<file path="src/rtl/utlb_pkg.sv">
package utlb_pkg;

    typedef enum logic [1:0] {
        CMD_IDLE     = 2'b00,
        CMD_WR_KEEP  = 2'b01,
        CMD_WR_FLUSH = 2'b10,
        CMD_INV_ALL  = 2'b11
    } mtlb_cmd_e;

    localparam int PERM_W = 6;

    // True for commands that wipe the whole micro-TLB.
    function automatic logic cmd_clears(input logic [1:0] code);
        return (code == CMD_WR_FLUSH) || (code == CMD_INV_ALL);
    endfunction

    // Expand three page bits into kernel and user permission fields.
    function automatic logic [PERM_W-1:0] expand_perm(input logic [2:0] rwx,
                                                      input logic       glb);
        logic [PERM_W-1:0] p;
        p[2:0] = rwx;
        p[5:3] = glb ? 3'b000 : rwx;
        return p;
    endfunction

endpackage

</file>
<file path="src/rtl/utlb_store.sv">
module utlb_store #(
    parameter int ENTRIES = 8,
    parameter int VPN_W   = 19,
    parameter int ASID_W  = 8,
    parameter int PFN_W   = 19,
    parameter int PERM_W  = 6,
    localparam int IW     = (ENTRIES > 1) ? $clog2(ENTRIES) : 1
) (
    input  logic                            clk,
    input  logic                            rst,
    input  logic                            clr,
    input  logic                            we,
    input  logic [IW-1:0]                   wslot,
    input  logic [VPN_W-1:0]                wvpn,
    input  logic [ASID_W-1:0]               wasid,
    input  logic                            wglb,
    input  logic [PFN_W-1:0]                wpfn,
    input  logic [PERM_W-1:0]               wperm,
    output logic [ENTRIES-1:0]              vld,
    output logic [ENTRIES-1:0][VPN_W-1:0]   vpn,
    output logic [ENTRIES-1:0][ASID_W-1:0]  asid,
    output logic [ENTRIES-1:0]              glb,
    output logic [ENTRIES-1:0][PFN_W-1:0]   pfn,
    output logic [ENTRIES-1:0][PERM_W-1:0]  perm
);

    for (genvar i = 0; i < ENTRIES; i++) begin : g_ent
        logic sel;
        assign sel = we && (wslot == IW'(i));

        always_ff @(posedge clk) begin
            if (rst || clr) begin
                vld[i] <= 1'b0;
            end else if (sel) begin
                vld[i] <= 1'b1;
            end
        end

        always_ff @(posedge clk) begin
            if (rst) begin
                vpn[i]  <= '0;
                asid[i] <= '0;
                glb[i]  <= 1'b0;
                pfn[i]  <= '0;
                perm[i] <= '0;
            end else if (sel && !clr) begin
                vpn[i]  <= wvpn;
                asid[i] <= wasid;
                glb[i]  <= wglb;
                pfn[i]  <= wpfn;
                perm[i] <= wperm;
            end
        end
    end

endmodule

</file>
<file path="src/rtl/utlb_match.sv">
module utlb_match #(
    parameter int ENTRIES = 8,
    parameter int VPN_W   = 19,
    parameter int ASID_W  = 8
) (
    input  logic [ENTRIES-1:0]              vld,
    input  logic [ENTRIES-1:0][VPN_W-1:0]   vpn,
    input  logic [ENTRIES-1:0][ASID_W-1:0]  asid,
    input  logic [ENTRIES-1:0]              glb,
    input  logic [VPN_W-1:0]                lk_vpn,
    input  logic [ASID_W-1:0]               lk_asid,
    input  logic [VPN_W-1:0]                in_vpn,
    input  logic [ASID_W-1:0]               in_asid,
    output logic [ENTRIES-1:0]              hit_vec,
    output logic [ENTRIES-1:0]              same_vec
);

    for (genvar i = 0; i < ENTRIES; i++) begin : g_cmp
        logic page_eq, id_eq, ins_page_eq, ins_id_eq;
        assign page_eq     = (vpn[i] == lk_vpn);
        assign id_eq       = (asid[i] == lk_asid);
        assign ins_page_eq = (vpn[i] == in_vpn);
        assign ins_id_eq   = (asid[i] == in_asid);
        assign hit_vec[i]  = vld[i] && page_eq && (id_eq || glb[i]);
        assign same_vec[i] = vld[i] && ins_page_eq && ins_id_eq;
    end

endmodule

</file>
<file path="src/rtl/utlb_victim.sv">
module utlb_victim #(
    parameter int ENTRIES = 8,
    localparam int IW     = (ENTRIES > 1) ? $clog2(ENTRIES) : 1
) (
    input  logic               clk,
    input  logic               rst,
    input  logic               commit,
    input  logic [ENTRIES-1:0] vld,
    input  logic [ENTRIES-1:0] same_vec,
    output logic [IW-1:0]      slot
);

    localparam logic [IW-1:0] LAST = IW'(ENTRIES - 1);

    logic [IW-1:0] rr_q;
    logic [IW-1:0] same_idx, free_idx;
    logic          any_same, any_free, take_rr;

    always_comb begin
        same_idx = '0;
        free_idx = '0;
        any_same = 1'b0;
        any_free = 1'b0;
        for (int i = ENTRIES - 1; i >= 0; i--) begin
            if (same_vec[i]) begin
                same_idx = IW'(i);
                any_same = 1'b1;
            end
            if (!vld[i]) begin
                free_idx = IW'(i);
                any_free = 1'b1;
            end
        end
    end

    always_comb begin
        take_rr = 1'b0;
        if (any_same) begin
            slot = same_idx;
        end else if (any_free) begin
            slot = free_idx;
        end else begin
            slot    = rr_q;
            take_rr = 1'b1;
        end
    end

    always_ff @(posedge clk) begin
        if (rst) begin
            rr_q <= '0;
        end else if (commit && take_rr) begin
            rr_q <= (rr_q == LAST) ? '0 : rr_q + 1'b1;
        end
    end

endmodule

</file>
<file path="src/rtl/utlb_cache.sv">
module utlb_cache
    import utlb_pkg::*;
#(
    parameter int ENTRIES = 8,
    parameter int VPN_W   = 19,
    parameter int ASID_W  = 8,
    parameter int PFN_W   = 19
) (
    input  logic              clk,
    input  logic              rst,
    input  logic              lk_valid,
    input  logic [VPN_W-1:0]  lk_vpn,
    input  logic [ASID_W-1:0] lk_asid,
    output logic              lk_hit,
    output logic [PFN_W-1:0]  lk_pfn,
    output logic [5:0]        lk_perm,
    output logic              rf_req,
    output logic [VPN_W-1:0]  rf_vpn,
    output logic [ASID_W-1:0] rf_asid,
    input  logic              rsp_valid,
    input  logic [VPN_W-1:0]  rsp_vpn,
    input  logic [ASID_W-1:0] rsp_asid,
    input  logic [PFN_W-1:0]  rsp_pfn,
    input  logic [2:0]        rsp_rwx,
    input  logic              rsp_global,
    input  logic [1:0]        mtlb_cmd
);

    localparam int IW = (ENTRIES > 1) ? $clog2(ENTRIES) : 1;

    typedef struct packed {
        logic [VPN_W-1:0]  vpn;
        logic [ASID_W-1:0] asid;
        logic              glb;
        logic [PFN_W-1:0]  pfn;
        logic [PERM_W-1:0] perm;
    } fill_t;

    logic  clr;
    logic  stg_vld;
    fill_t stg;
    logic  ins_en;

    logic [ENTRIES-1:0]              ent_vld;
    logic [ENTRIES-1:0][VPN_W-1:0]   ent_vpn;
    logic [ENTRIES-1:0][ASID_W-1:0]  ent_asid;
    logic [ENTRIES-1:0]              ent_glb;
    logic [ENTRIES-1:0][PFN_W-1:0]   ent_pfn;
    logic [ENTRIES-1:0][PERM_W-1:0]  ent_perm;
    logic [ENTRIES-1:0]              hit_vec, same_vec;
    logic [IW-1:0]                   slot;

    assign clr = cmd_clears(mtlb_cmd);

    // One-cycle staging of the main TLB response.
    always_ff @(posedge clk) begin
        if (rst || clr) begin
            stg_vld <= 1'b0;
        end else begin
            stg_vld <= rsp_valid;
        end
    end

    always_ff @(posedge clk) begin
        if (rst) begin
            stg <= '0;
        end else if (rsp_valid) begin
            stg.vpn  <= rsp_vpn;
            stg.asid <= rsp_asid;
            stg.glb  <= rsp_global;
            stg.pfn  <= rsp_pfn;
            stg.perm <= expand_perm(rsp_rwx, rsp_global);
        end
    end

    assign ins_en = stg_vld && !clr;

    utlb_store #(
        .ENTRIES(ENTRIES), .VPN_W(VPN_W), .ASID_W(ASID_W),
        .PFN_W(PFN_W), .PERM_W(PERM_W)
    ) u_store (
        .clk(clk), .rst(rst), .clr(clr), .we(ins_en), .wslot(slot),
        .wvpn(stg.vpn), .wasid(stg.asid), .wglb(stg.glb),
        .wpfn(stg.pfn), .wperm(stg.perm),
        .vld(ent_vld), .vpn(ent_vpn), .asid(ent_asid), .glb(ent_glb),
        .pfn(ent_pfn), .perm(ent_perm)
    );

    utlb_match #(
        .ENTRIES(ENTRIES), .VPN_W(VPN_W), .ASID_W(ASID_W)
    ) u_match (
        .vld(ent_vld), .vpn(ent_vpn), .asid(ent_asid), .glb(ent_glb),
        .lk_vpn(lk_vpn), .lk_asid(lk_asid),
        .in_vpn(stg.vpn), .in_asid(stg.asid),
        .hit_vec(hit_vec), .same_vec(same_vec)
    );

    utlb_victim #(
        .ENTRIES(ENTRIES)
    ) u_victim (
        .clk(clk), .rst(rst), .commit(ins_en),
        .vld(ent_vld), .same_vec(same_vec), .slot(slot)
    );

    // Lowest-index hit drives the result.
    always_comb begin
        lk_hit  = 1'b0;
        lk_pfn  = '0;
        lk_perm = '0;
        if (lk_valid) begin
            for (int i = ENTRIES - 1; i >= 0; i--) begin
                if (hit_vec[i]) begin
                    lk_hit  = 1'b1;
                    lk_pfn  = ent_pfn[i];
                    lk_perm = ent_perm[i];
                end
            end
        end
    end

    assign rf_req  = lk_valid && !lk_hit;
    assign rf_vpn  = lk_vpn;
    assign rf_asid = lk_asid;

endmodule

</file>
<file path="config.mk">
export PLATFORM = sky130hd
export DESIGN_NAME = utlb_cache
export DESIGN_NICKNAME = d
export VERILOG_FILES = /design/src/rtl/utlb_pkg.sv /design/src/rtl/utlb_store.sv /design/src/rtl/utlb_match.sv /design/src/rtl/utlb_victim.sv /design/src/rtl/utlb_cache.sv
export SDC_FILE = /design/constraint.sdc
export NUM_CORES = 2
export LEC_CHECK = 0
export ABC_AREA = 1
export CELL_PAD_IN_SITES_DETAIL_PLACEMENT = 1
export CELL_PAD_IN_SITES_GLOBAL_PLACEMENT = 2
export CORE_MARGIN = 2
export CORE_UTILIZATION = 35
export DETAILED_ROUTE_END_ITERATION = 6
export PLACE_DENSITY = 0.83
export SYNTH_ARGS = -nofsm -noshare
export SYNTH_HDL_FRONTEND = slang
export SYNTH_SLANG_ARGS = --single-unit
</file>
<file path="constraint.sdc">
create_clock -name clk -period 14.73 [get_ports clk]
set_input_delay 4.419 -clock clk [delete_from_list [all_inputs] [get_ports clk]]
set_output_delay 4.419 -clock clk [all_outputs]
set_load 0.05 [all_outputs]
</file>
==> summary.txt <==
Synth area leaders: dfxtp_1 (34%), nand2_1 (22%), nor2_1 (13%)
Period minus WS final: 13540 ps
drt first-iter violations: 2970
hold depth: 4
FP Rows: 104
Routed WL per cell: 22.5 um
Clock Sinks: 489
CP max stage cell: clkdlybuf4s50_1
Post-synth EDFFs: 0
first-pass GRT wire length: 195000 um
main flop type after synthesis: dfxtp_1
syn nets: 4912
vias in the first global route: 29000
Nets: 4874
status: completed
fin. max-slew vios: 0
Worst R2R Setup Slack: 9870 ps
HP Start: u_store.pfn[123]$_SDFFE_PP0P_
Final Skew: 19.3 ps
Clk pin slew, worst setup/hold paths: 60 ps
cell count after synthesis: 4827
Worst Hold Class: flop to flop
antenna viol nets, final: 0
Final Hold Fails: 0
Die ar.: 84100 um2
CORE AREA: 80800 um2
DR pass1 iterations: 5
gr ovfl total: 0
Max-cap violations: 0
Worst slew margin: 0.288
final WL: 133000 um
area grow syn2layout: 13.0%
Mean Syn Cell Area: 5.93 um2
pin count of the biggest net entering global routing: 189
Hold Crit Endpoint: u_store.pfn[123]$_SDFFE_PP0P_
Netlist cell types: 54
clock tree buffer depth: 3
CP Class: input pin to output port
YS warnings: 0
most common cell in the netlist: nand2_1
CTS Buf Count: 60
crit path max fanout: 9
Post-Syn Area: 28600 um2
register area: 9790 um2
area of the multi-input gates: 14900 um2
# Post-CTS Setup Buffers: 0
Pwr Density: 102 nW/um2
H-Tree Depth: 2
fraction of layout cells with a size suffix above 1: 0.0544
crit share post-route: 0.919
slew at the pin with the worst max-slew slack: 1070 ps
Synth async-reset ratio: 0
Die X: 290 um
vias: 30400
reg-to-reg endpoint: u_store.asid[49]$_SDFFE_PP0P_
IO buf count: 135
sequential area share after synthesis: 0.342
Synth top cells by count: nand2_1 (1647), nor2_1 (1002), inv_1 (542)
final HPWL from detailed placement: 90500 um
Die Ht: 290 um
GRT Overall Usage: 0.308
DRC viols: 0
crit-path max cell delay: 860 ps
Yosys reg bits: 489
Setup Viol. Count Final: 0
Worst EP required: 10310 ps
worst vdd ir: 0.000104 V
Worst Path Arrival: 9120 ps
R2R depth: 16
total negative setup slack: 0 ps
RR Startpoint: stg[28]$_SDFFE_PP0P_
initial antenna violation count: 5
clk_lat worst skew: 660 ps
# fillers: 10800
Startpoint Class: input pin
Area after DPL: 30300 um2
leakage power: 16.8 nW
CP cell instances: clkdlybuf4s50_1 -> o21ai_0 -> a221oi_1 -> nand4_1 -> o21ai_0 -> nand4_1 -> nand2_1 -> buf_4 -> a21oi_1 -> a21oi_1 -> clkdlybuf4s50_1
post-CTS resize count: 0
Ports: 137
crit end category: output port
Vias/cell: 5.15
Synth area leader: dfxtp_1
global placer's final weighted congestion: 0.982
Final Instance Area: 32400 um2
Max Fclk: 73.9 MHz
Yosys top cell area share: 0.342
Initial Utilization: 0.354
RSZ-0062 raised after global routing: no
Root Buffer: clkbuf_16
CTS tree: done
cts hold-fix bufs: 0
[cell families after synthesis]
logic type	after synthesis	share of synthesized area
AOI/OAI and AO/OA	357	0.0694
xor gates and xnor gates	121	0.0370
adders and majority gates	2	0.000874
buffers and inverters	904	0.138
DFF	489	0.342
and+or+nand+nor	2954	0.413
[sequential cells by signal, summed over array words and instances (netlist names)]
register       flops
u_store.perm      48
u_store.glb        8
stg_vld            1
u_store.asid      64
u_victim.rr_q      3
u_store.vld        8
u_store.vpn      152
stg               53
u_store.pfn      152
[cell type report]
class | count | share of cell area
antenna | 1 | 0.0000773
tap | 1060 | 0.0410
clock inverter | 10 | 0.00557
clock buffer | 100 | 0.0591
inverter | 578 | 0.0674
sequential | 489 | 0.303
timing repair buffer | 226 | 0.0628
multi-input combinational | 3434 | 0.462
[routing by layer]
metal,up-vias,track usage,wire length [um]
met5,-,0,13
met4,2,0.0807,3600
met3,193,0.0589,11200
met2,1008,0.451,54000
met1,14700,0.458,64000
li1,14500,-,-
[per-stage QoR]
| step | power (mW) | hold WS [ps] | instances | setup slack (ps) | util |
|---|---|---|---|---|---|
| 2_1_floorplan | 1.57 | 481 | 4827 | 3340 | - |
| 3_3_place_gp | 1.74 | 496 | 5787 | 1090 | 0.375 |
| 3_5_place_dp | 1.74 | 504 | 5787 | 1250 | 0.375 |
| 4_1_cts | 3.32 | 515 | 5897 | 1220 | 0.400 |
| 5_1_grt | 3.40 | 539 | 5897 | 1030 | 0.400 |
| 6_report | 3.31 | 513 | 5898 | 1190 | 0.400 |
[power breakdown]
part / switching [mW] / internal (mW)
clock network: 0.642 / 0.948
logic: 0.262 / 0.0959
registers: 0.0247 / 1.34
[worst max-delay path by stage]
stage | startpoint | to | slack, ps | cells past startpoint
2_1_floorplan | lk_asid[0] | lk_perm[2] | 3340 | 8
3_3_place_gp | lk_vpn[12] | lk_pfn[15] | 1090 | 19
3_5_place_dp | lk_vpn[12] | lk_pfn[17] | 1250 | 17
4_1_cts | lk_vpn[12] | lk_pfn[17] | 1220 | 17
5_1_grt | lk_vpn[12] | lk_pfn[10] | 1030 | 19
6_report | lk_asid[6] | lk_pfn[1] | 1190 | 11
[critical path, delay by kind of cell]
kind	cells	cell delay, ps
simple gates	3	1300
buf+inv	3	2000
compound gates	5	1360
[layout by cell type (no fill, tap or decap), types with 60 or more instances in the layout]
cell type        instances
clkbuf_16               60
nand3_1                144
clkdlybuf4s50_1        124
a21oi_1                124
dfxtp_1                489
nor2_1                1001
buf_4                  100
o21ai_0                137
nand4_1                 81
xnor2_1                 81
nand2_1               1646
inv_1                  542
Power figures use the tool's default switching activity.
